## src/rtl/ptw_pkg.sv

```systemverilog
package ptw_pkg;

    typedef enum logic [2:0] {
        W_IDLE,
        W_DIR_REQ,
        W_DIR_WAIT,
        W_TBL_REQ,
        W_TBL_WAIT,
        W_DONE
    } walk_state_t;

    localparam int ENT_PRESENT = 0;
    localparam int ENT_WRITE   = 1;
    localparam int ENT_USER    = 2;

    typedef struct packed {
        logic user;
        logic write;
        logic prot;
    } fault_cause_t;

endpackage

```

## src/rtl/ptw_addr_gen.sv

```systemverilog
module ptw_addr_gen #(
    parameter int AW     = 32,
    parameter int OFFS_W = 12
) (
    input  logic [AW-1:0] root_base,
    input  logic [AW-1:0] dir_entry,
    input  logic [AW-1:0] laddr,
    output logic [AW-1:0] dir_ent_addr,
    output logic [AW-1:0] tbl_ent_addr
);
    localparam int IDX_W   = OFFS_W - 2;
    localparam int DIR_LSB = OFFS_W + IDX_W;

    logic [IDX_W-1:0] dir_idx;
    logic [IDX_W-1:0] tbl_idx;

    always_comb begin
        dir_idx      = laddr[DIR_LSB +: IDX_W];
        tbl_idx      = laddr[OFFS_W +: IDX_W];
        dir_ent_addr = {root_base[AW-1:OFFS_W], dir_idx, 2'b00};
        tbl_ent_addr = {dir_entry[AW-1:OFFS_W], tbl_idx, 2'b00};
    end
endmodule

```

## src/rtl/ptw_perm_check.sv

```systemverilog
module ptw_perm_check
    import ptw_pkg::*;
#(
    parameter int AW = 32
) (
    input  logic [AW-1:0] dir_entry,
    input  logic [AW-1:0] tbl_entry,
    input  logic          acc_write,
    input  logic          acc_user,
    output logic          eff_write,
    output logic          eff_user,
    output logic          prot_fault
);
    always_comb begin
        eff_write  = dir_entry[ENT_WRITE] & tbl_entry[ENT_WRITE];
        eff_user   = dir_entry[ENT_USER]  & tbl_entry[ENT_USER];
        prot_fault = acc_user & (~eff_user | (acc_write & ~eff_write));
    end
endmodule

```

## src/rtl/pt_walker.sv

```systemverilog
module pt_walker
    import ptw_pkg::*;
#(
    parameter int AW     = 32,
    parameter int OFFS_W = 12
) (
    input  logic          clk,
    input  logic          rst_n,
    input  logic          req_valid,
    output logic          req_ready,
    input  logic [AW-1:0] req_laddr,
    input  logic          req_write,
    input  logic          req_user,
    input  logic [AW-1:0] cr3_base,
    input  logic          paging_en,
    output logic          mem_req_valid,
    input  logic          mem_req_ready,
    output logic [AW-1:0] mem_req_addr,
    input  logic          mem_rsp_valid,
    input  logic [AW-1:0] mem_rsp_data,
    output logic          rsp_valid,
    output logic [AW-1:0] rsp_paddr,
    output logic          rsp_write_ok,
    output logic          rsp_user_ok,
    output logic          rsp_fault,
    output logic [2:0]    rsp_cause
);
    walk_state_t state_q, state_d;

    logic [AW-1:0] laddr_q, root_q, pde_q, paddr_q;
    logic          wr_q, usr_q;
    logic          wok_q, uok_q, fault_q;
    fault_cause_t  cause_q;

    logic [AW-1:0] dir_ent_addr, tbl_ent_addr;
    logic          eff_write, eff_user, prot_fault;

    ptw_addr_gen #(.AW(AW), .OFFS_W(OFFS_W)) u_addr (
        .root_base    (root_q),
        .dir_entry    (pde_q),
        .laddr        (laddr_q),
        .dir_ent_addr (dir_ent_addr),
        .tbl_ent_addr (tbl_ent_addr)
    );

    ptw_perm_check #(.AW(AW)) u_perm (
        .dir_entry  (pde_q),
        .tbl_entry  (mem_rsp_data),
        .acc_write  (wr_q),
        .acc_user   (usr_q),
        .eff_write  (eff_write),
        .eff_user   (eff_user),
        .prot_fault (prot_fault)
    );

    // next-state logic
    always_comb begin
        state_d = state_q;
        unique case (state_q)
            W_IDLE:     if (req_valid) state_d = paging_en ? W_DIR_REQ : W_DONE;
            W_DIR_REQ:  if (mem_req_ready) state_d = W_DIR_WAIT;
            W_DIR_WAIT: if (mem_rsp_valid)
                            state_d = mem_rsp_data[ENT_PRESENT] ? W_TBL_REQ : W_DONE;
            W_TBL_REQ:  if (mem_req_ready) state_d = W_TBL_WAIT;
            W_TBL_WAIT: if (mem_rsp_valid) state_d = W_DONE;
            W_DONE:     state_d = W_IDLE;
            default:    state_d = W_IDLE;
        endcase
    end

    always_ff @(posedge clk) begin
        if (!rst_n) state_q <= W_IDLE;
        else        state_q <= state_d;
    end

    // walk context and result registers
    always_ff @(posedge clk) begin
        if (!rst_n) begin
            laddr_q <= '0;
            root_q  <= '0;
            pde_q   <= '0;
            wr_q    <= 1'b0;
            usr_q   <= 1'b0;
            paddr_q <= '0;
            wok_q   <= 1'b0;
            uok_q   <= 1'b0;
            fault_q <= 1'b0;
            cause_q <= '0;
        end else begin
            unique case (state_q)
                W_IDLE: if (req_valid) begin
                    laddr_q <= req_laddr;
                    root_q  <= cr3_base;
                    wr_q    <= req_write;
                    usr_q   <= req_user;
                    fault_q <= 1'b0;
                    cause_q <= '0;
                    paddr_q <= paging_en ? '0 : req_laddr;
                    wok_q   <= ~paging_en;
                    uok_q   <= ~paging_en;
                end
                W_DIR_WAIT: if (mem_rsp_valid) begin
                    pde_q <= mem_rsp_data;
                    if (!mem_rsp_data[ENT_PRESENT]) begin
                        fault_q <= 1'b1;
                        cause_q <= '{user: usr_q, write: wr_q, prot: 1'b0};
                    end
                end
                W_TBL_WAIT: if (mem_rsp_valid) begin
                    if (!mem_rsp_data[ENT_PRESENT]) begin
                        fault_q <= 1'b1;
                        cause_q <= '{user: usr_q, write: wr_q, prot: 1'b0};
                    end else if (prot_fault) begin
                        fault_q <= 1'b1;
                        cause_q <= '{user: usr_q, write: wr_q, prot: 1'b1};
                    end else begin
                        paddr_q <= {mem_rsp_data[AW-1:OFFS_W], laddr_q[OFFS_W-1:0]};
                        wok_q   <= eff_write;
                        uok_q   <= eff_user;
                    end
                end
                default: ;
            endcase
        end
    end

    // outputs
    always_comb begin
        req_ready     = (state_q == W_IDLE);
        mem_req_valid = (state_q == W_DIR_REQ) || (state_q == W_TBL_REQ);
        mem_req_addr  = (state_q == W_TBL_REQ) ? tbl_ent_addr : dir_ent_addr;
        rsp_valid     = (state_q == W_DONE);
        rsp_paddr     = paddr_q;
        rsp_write_ok  = wok_q;
        rsp_user_ok   = uok_q;
        rsp_fault     = fault_q;
        rsp_cause     = cause_q;
    end

    AST_REQ_HOLD: assert property (@(posedge clk) disable iff (!rst_n)
        mem_req_valid && !mem_req_ready |=> mem_req_valid && $stable(mem_req_addr));
    AST_BUSY_NO_ACCEPT: assert property (@(posedge clk) disable iff (!rst_n)
        mem_req_valid |-> !req_ready);
    AST_RSP_PULSE: assert property (@(posedge clk) disable iff (!rst_n)
        rsp_valid |=> !rsp_valid);
    AST_FAULT_CLEAN: assert property (@(posedge clk) disable iff (!rst_n)
        rsp_valid && rsp_fault |-> rsp_paddr == '0 && !rsp_write_ok && !rsp_user_ok);
    AST_USER_GRANT: assert property (@(posedge clk) disable iff (!rst_n)
        rsp_valid && !rsp_fault && usr_q |-> rsp_user_ok);
    AST_USER_WRITE: assert property (@(posedge clk) disable iff (!rst_n)
        rsp_valid && !rsp_fault && usr_q && wr_q |-> rsp_write_ok);
    AST_WORD_ALIGN: assert property (@(posedge clk) disable iff (!rst_n)
        mem_req_valid |-> mem_req_addr[1:0] == 2'b00);
    AST_TBL_AFTER_DIR: assert property (@(posedge clk) disable iff (!rst_n)
        $rose(mem_req_valid) && state_q == W_TBL_REQ |-> $past(mem_rsp_valid));
endmodule

```

## config.mk

```make
export PLATFORM = sky130hd
export DESIGN_NAME = pt_walker
export DESIGN_NICKNAME = d
export VERILOG_FILES = /design/src/rtl/ptw_pkg.sv /design/src/rtl/ptw_addr_gen.sv /design/src/rtl/ptw_perm_check.sv /design/src/rtl/pt_walker.sv
export SDC_FILE = /design/constraint.sdc
export NUM_CORES = 1
export LEC_CHECK = 0
export ABC_AREA = 1
export BUFFER_PORTS_ARGS = -buffer_cell sky130_fd_sc_hd__buf_2
export CAP_MARGIN = 20
export CORE_MARGIN = 10
export CORE_UTILIZATION = 53
export CTS_CLUSTER_DIAMETER = 50
export DETAILED_ROUTE_END_ITERATION = 7
export PLACE_DENSITY = 0.81
export RECOVER_POWER = 25
export SETUP_SLACK_MARGIN = 0.2
export SLEW_MARGIN = 20
export SYNTH_ARGS = -nofsm -noshare
export SYNTH_HDL_FRONTEND = slang
export SYNTH_HIERARCHICAL = 1
export SYNTH_SLANG_ARGS = --single-unit
```

## constraint.sdc

```tcl
create_clock -name clk -period 1.5 [get_ports clk]
set_input_delay 0.3 -clock clk [delete_from_list [all_inputs] [get_ports clk]]
set_output_delay 0.3 -clock clk [all_outputs]
set_load 0.02 [all_outputs]
```

==> results of run 1 <==
## stage by stage
step | TNS (ns) | setup WS [ns] | cells
CTS | -46.51 | -0.486 | 1131
detailed placement | -6.35 | -0.231 | 1021
global placement | -6.25 | -0.223 | 1021
floorplan | 0 | 0.197 | 829
## timing repair
action,in CTS
gates resized for setup,356
pin swaps,70
setup endpoints to repair,188
cloned,30
hold buffers,0
buffers inserted,51
==> flow_summary_export.csv, run 1 <==
group,metric,value,unit
clock_network,clock-root-buffer,"clkbuf_8",
grt,grt_max_degree,64,
run_status,tool.error,"[ERROR DPL-0038] Utilization greater than 100%, impossible to legalize",
clock_network,cts.htree.levels,4,
placement,place_congestion,0.918,
floorplan,die-width,124,um
clock_network,clk_path_buf_depth,2,
synthesis,yosys_warnings,6,
synthesis,syn_area,5750,um2
synthesis,synthCells,826,
floorplan,initial_core_util,0.550,
placement,port_buffers,153,
placement,dpl_cell_area,6370,um2
timing,crit_endpoint,"mem_req_addr[11]",
floorplan,die_h,124,um
synthesis,syn_area_per_cell,6.96,um2
floorplan,ioPinCount,177,
floorplan,rows,37,
run_status,lastStage,"global routing (5_1_grt)",
placement,post-dp-hpwl,11.9,mm
timing,worst_endpoint_kind,"primary output",
clock_network,cts_buffers,17,
run_status,status,"did not finish",
==> run 2: changes to the inputs <==
Settings changed: CORE_UTILIZATION 53 to 40, CTS_CLUSTER_DIAMETER 50 to unset, PLACE_DENSITY 0.81 to unset, PLACE_DENSITY_LB_ADDON set to 0.15, SETUP_SLACK_MARGIN 0.2 to unset.
==> run 2 against run 1 <==
  * The flow now finishes, with violations (setup timing)
  * Area after synthesis stayed put
  * Synthesized cell count did not move
==> flow_summary_export.csv, run 2 <==
group,metric,value,unit
run_status,status,"complete, but fails checks",
run_status,violations,"setup timing",
setup_path,crit_arrival,1.53,ns
drt,routed_wl,20.8,mm
setup_path,cp_max_fo,16,
drt,antenna_left,0,
timing,layout_worst_path_cycle_share,1.22,
grt,grt-ovfl-total,0,
clock_network,clock-root-buffer,"clkbuf_16",
setup_path,rr_worst_depth,10,
cells_and_area,drive_above_1_share,0.432,
setup_path,setup.worst_path.end,"mem_req_addr[7]",
placement,place_congestion,0.795,
clock_network,hold_buffers,0,
grt,grt_max_degree,62,
placement,dpl.cell_count,1074,
setup_path,cpMaxStageDelayCell,"dfxtp_4",
clock_network,cts_buffers,17,
floorplan,core-area,14000,um2
timing,finalCriticalPeriod,1.83,ns
power,power-per-cell-area,2060,nW/um2
setup_path,r2r-start,"state_q[1]$_SDFFE_PN0P_",
drt,drtPass1Iterations,5,
timing,rsz0062_at_grt,"true",
worst_hold_path,min_path_type,"in2reg",
floorplan,ioPinCount,177,
drt,route.detailed.drc,0,
cells_and_area,areaGrowthSynthToFinish,49.5,%
cells_and_area,fin_cells,1141,
setup_path,startpoint_type,"flip-flop",
cells_and_area,final_cell_mix,"125 x nand2_1, 114 x dfxtp_1, 108 x buf_2, 95 x nand3_1, 80 x a21oi_1",
clock_network,cts_tree,"done",
synthesis,syn_area,5750,um2
drt,routedWlPerCell,18.3,um
grt,grt_pass1_wl,29.9,mm
clock_network,path_clk_slew,0.05,ns
cells_and_area,layout_commonest_cell,"nand2_1",
setup_path,cp.required,1.20,ns
clock_network,cts.htree.levels,4,
drt,dr.first_iter.drc_count,366,
setup_path,r2r_end,"rsp_paddr[23]$_SDFFE_PN0P_",
setup_path,r2r_slack,-0.22,ns
placement,dpl_cell_area,6420,um2
synthesis,syn_area_per_cell,6.96,um2
timing,setup_slack,-0.333,ns
grt,grt_antenna_before_repair,1,
clock_network,clock_sink_count,117,
drt,vias,5902,
timing,hold_viol,0,
setup_path,startpoint,"state_q[1]$_SDFFE_PN0P_",
floorplan,design.die.area,19600,um2
timing,whs,0.123,ns
floorplan,rows,43,
cells_and_area,num-nets-final,1052,
grt,grt_pass1_vias,5630,
timing,max_clock_freq,545,MHz
timing,clock_skew,0.00765,ns
setup_path,cp_common_cell,"nand2_1",
setup_path,cpPeakStageDelay,0.38,ns
setup_path,end_kind,"output pin",
clock_network,clock_latency,0.42,ns
setup_path,crit_chain,"inv_4 -> nor2_4 -> nand2_4 -> clkbuf_16 -> nand2_1 -> nand2_1 -> buf_4",
power,p_leak,3.74,nW
power,ir_worst_vdd,1150,uV
timing,setup_tns,-20.27,ns
synthesis,yosys_warnings,6,
floorplan,initial_core_util,0.411,
power,power.total,17.7,mW
timing,final_max_slew_viol_count,0,
run,drv_cap,0,
cells_and_area,fillers,1269,
setup_path,path_class,"reg2out",
placement,post-dp-hpwl,12.8,mm
clock_network,clk_path_buf_depth,2,
placement,port_buffers,153,
grt,track_usage,0.188,
drt,vias_per_cell,5.17,
synthesis,synthCells,826,
floorplan,die_h,140,um
cells_and_area,final_area,8600,um2
timing,setup_viol,122,
floorplan,die-width,140,um
## run 2: where the power goes
group,internal (mW),switching (mW)
registers,3.84,0.440
clock network,2.88,1.43
logic,4.18,4.96
total,10.9,6.83
## run 2: critical path, delay by kind of cell (launching register included)
kind                   cells  cell delay, ns
buffers and inverters      3            0.40
flip-flops                 1            0.38
AND/OR/NAND/NOR            4            0.33
## run 2: per-layer routing
metal	GRT usage	up-vias	wire (um)
met4	0.0690	0	378
met2	0.311	184	10500
met3	0.0659	25	1480
met5	0	-	0
met1	0.220	2811	8470
li1	-	2882	-
## run 2: timing repair
| action | 4_1_cts | 5_1_grt |
|---|---|---|
| gates resized for setup | 134 | 180 |
| gates cloned | 8 | 8 |
| endpoints found under the hold margin | 0 | 0 |
| setup endpoints to repair | 74 | 136 |
| setup buffers | 14 | 11 |
| pin swaps | 7 | 39 |
## run 2: worst min path at each step
stage,from,to,slack [ns],depth (start not counted)
after floorplan,laddr_q[10]$_SDFFE_PN0P_,laddr_q[10]$_SDFFE_PN0P_,0.42,2
after global placement,laddr_q[3]$_SDFFE_PN0P_,laddr_q[3]$_SDFFE_PN0P_,0.44,2
after detailed placement,laddr_q[10]$_SDFFE_PN0P_,laddr_q[10]$_SDFFE_PN0P_,0.44,2
after CTS,mem_rsp_data[12],pde_q[12]$_SDFFE_PN0P_,0.11,3
after global routing,mem_rsp_data[12],pde_q[12]$_SDFFE_PN0P_,0.14,3
final,mem_rsp_data[12],pde_q[12]$_SDFFE_PN0P_,0.12,3
## run 2: final cells by class
| cell class | instances | area [um2] | share of cell area |
|---|---|---|---|
| multi-input combinational | 530 | 3120 | 0.363 |
| sequential | 117 | 2350 | 0.274 |
| timing repair buffer | 229 | 2070 | 0.240 |
| clock buffer | 21 | 470 | 0.0547 |
| tap | 180 | 225 | 0.0262 |
| inverter | 53 | 209 | 0.0243 |
| clock inverter | 10 | 153 | 0.0178 |
| antenna | 1 | 2.50 | 0.000291 |
## run 2: stage by stage
stage                      util  setup slack, ns
after floorplan               -           0.0142
after global placement    0.459          -0.0463
after detailed placement  0.459          -0.0459
after CTS                 0.555           -0.337
after global routing      0.614           -0.388
final                     0.615           -0.333
Note: power is estimated with default switching activity, not from simulation.
==> run 3: changes to the inputs <==
Settings changed: PLACE_DENSITY_LB_ADDON 0.15 to unset, SLEW_MARGIN 20 to 15.
==> run 3 against run 2 <==
  * The run still ends with setup timing left
  * Sequential power about the same
  * Critical path type unchanged
  * Wire length up 2.8%
  * Worst setup slack worse by 0.0069 ns
  * Clock power up 2%
  * Sequential share of layout area down 0.61 points
  * First-iteration DRC count up 7.1%
  * Highest routed layer is now met5
  * Global-route usage down 0.27 points
  * Clock-buffer cell count up 1
  * Power up 5.2%
  * Critical path depth down 2
  * Largest cell class unchanged
==> flow_summary_export.csv, run 3 (synthesized netlist as in run 2, its figures left out) <==
group,metric,value,unit
grt,grt_max_degree,41,
worst_hold_path,hold_end,"pde_q[12]$_SDFFE_PN0P_",
drt,vias_per_cell,5.19,
setup_path,path_class,"reg2out",
cells_and_area,final_area,8790,um2
cells_and_area,areaGrowthSynthToFinish,52.9,%
floorplan,initial_core_util,0.411,
timing,final_max_slew_viol_count,0,
clock_network,cts_buffers,17,
setup_path,cp.required,1.20,ns
cells_and_area,multi_input_area,3160,um2
placement,place_congestion,0.857,
timing,max_clock_freq,543,MHz
drt,routed_wl,21.4,mm
power,p_sw,7.10,mW
floorplan,die_h,140,um
run_status,violations,"setup timing",
setup_path,r2r_end,"rsp_paddr[30]$_SDFFE_PN0P_",
power,power-per-cell-area,2120,nW/um2
timing,finalCriticalPeriod,1.84,ns
cells_and_area,num-nets-final,1060,
timing,whs,0.132,ns
grt,track_usage,0.186,
timing,setup_tns,-18.31,ns
power,power_frac_comb,0.534,
clock_network,cts.htree.levels,4,
clock_network,cts_tree,"done",
floorplan,design.die.area,19600,um2
worst_hold_path,hold_path.startpoint,"mem_rsp_data[12]",
floorplan,ioPinCount,177,
run,drv_cap,0,
clock_network,clock_sink_count,117,
drt,routedWlPerCell,18.6,um
setup_path,critical_path_buf_inv_count,2,
setup_path,crit_arrival,1.54,ns
clock_network,path_clk_slew,0.06,ns
cells_and_area,fillers,1234,
timing,layout_worst_path_cycle_share,1.23,
timing,maxSlewHeadroom,0.647,
cells_and_area,drive_above_1_share,0.435,
power,netSwitchingFraction,0.381,
floorplan,die-width,140,um
clock_network,clock_latency,0.42,ns
setup_path,startpoint,"state_q[2]$_SDFFE_PN0P_",
drt,drtPass1Iterations,5,
worst_hold_path,min_path_type,"in2reg",
setup_path,crit_family,"simple AND/OR/NAND/NOR gates",
setup_path,r2r-start,"state_q[1]$_SDFFE_PN0P_",
power,power_frac_seq,0.229,
setup_path,cp_max_fo,8,
cells_and_area,n_antenna_cell,0,
power,clkPwrFrac,0.236,
timing,hold_viol,0,
power,intPower,11.5,mW
cells_and_area,seq_area,2350,um2
timing,setup_slack,-0.340,ns
placement,dpl_cell_area,6420,um2
cells_and_area,layout_commonest_cell,"nand2_1",
timing,clock_skew,0.00610,ns
clock_network,clk_path_buf_depth,2,
grt,grt-ovfl-total,0,
setup_path,startpoint_type,"flip-flop",
timing,worstMarginPinSlew,0.529,ns
timing,setup_viol,125,
drt,route.detailed.drc,0,
cells_and_area,final_cell_mix,"134 x nand2_1, 114 x dfxtp_1, 105 x buf_2, 86 x a21oi_1, 83 x nand3_1",
grt,grt_antenna_before_repair,1,
drt,dr.first_iter.drc_count,392,
setup_path,end_kind,"output pin",
placement,post-dp-hpwl,12.6,mm
worst_hold_path,hold_depth,3,
floorplan,rows,43,
cells_and_area,post-route-util,0.629,
power,p_leak,3.89,nW
setup_path,cpMaxStageDelayCell,"dfxtp_4",
setup_path,cpPeakStageDelay,0.39,ns
run_status,status,"complete, but fails checks",
power,ir_worst_vdd,1090,uV
clock_network,clock-root-buffer,"clkbuf_16",
drt,vias,5958,
grt,grt_pass1_wl,29.5,mm
setup_path,cp_common_cell,"buf_6",
setup_path,rr_worst_depth,10,
grt,grt_pass1_vias,5483,
placement,port_buffers,153,
setup_path,r2r_slack,-0.16,ns
drt,antenna_left,0,
floorplan,core-area,14000,um2
setup_path,crit_chain,"nor2_4 -> buf_6 -> nand2_1 -> nand2_2 -> buf_6",
timing,rsz0062_at_grt,"true",
[run 3: cell count changes in the layout (fill, tap and decap cells not counted), sizes merged]
cell / change
clkbuf: +8
clkinv: -2
diode: -1
inv: +1
nand2: +1
[run 3: worst max path at each step]
stage | cells past startpoint | to | slack, ns
after floorplan | 6 | mem_req_addr[10] | 0.01
after global placement | 7 | rsp_paddr[15]$_SDFFE_PN0P_ | -0.02
after detailed placement | 6 | mem_req_addr[31] | -0.02
after CTS | 7 | mem_req_addr[16] | -0.40
after global routing | 6 | mem_req_addr[3] | -0.38
final | 5 | mem_req_addr[3] | -0.34
[run 3: what timing repair did]
action | in CTS | in global routing
setup endpoints to repair | 52 | 134
cloned | 10 | 17
buffers inserted | 19 | 9
pin swaps | 44 | 31
hold buffers | 0 | 0
gates resized for setup | 87 | 239
[run 3: final cells by class]
class / instances / share of cell area
multi-input cells: 531 / 0.360
flip-flops and latches: 117 / 0.268
repair buffers: 236 / 0.251
clock buffers: 22 / 0.0562
well taps: 180 / 0.0256
inverters: 53 / 0.0232
clock inverters: 9 / 0.0168
[run 3: routing by layer]
metal	vias to the layer above	part of all wire	track usage
met3	49	0.068	0.0612
met2	199	0.51	0.311
met5	-	0.00061	0
li1	2904	-	-
met1	2804	0.40	0.216
met4	2	0.025	0.0679
[run 3: tightest hold or removal path: cells and delay by family]
kind	cells	cell delay, ns
AOI/OAI and AO/OA	1	0.10
buffers and inverters	2	0.11
[run 3: stage by stage]
step           power, mW  setup WS [ns]  std cells
6_report            18.7         -0.340       1148
5_1_grt             19.5         -0.381       1148
4_1_cts             16.7         -0.400       1131
3_5_place_dp        9.80        -0.0168       1071
3_3_place_gp        9.79        -0.0157       1071
2_1_floorplan       8.10         0.0142        829
[run 3: power by group through the flow]
stage	Combinational, mW	Sequential [mW]	Clock [mW]
6_report	9.97	4.28	4.41
2_1_floorplan	3.65	4.46	0
3_3_place_gp	5.59	4.20	0
4_1_cts	8.06	4.18	4.45
5_1_grt	10.5	4.35	4.59
3_5_place_dp	5.59	4.21	0
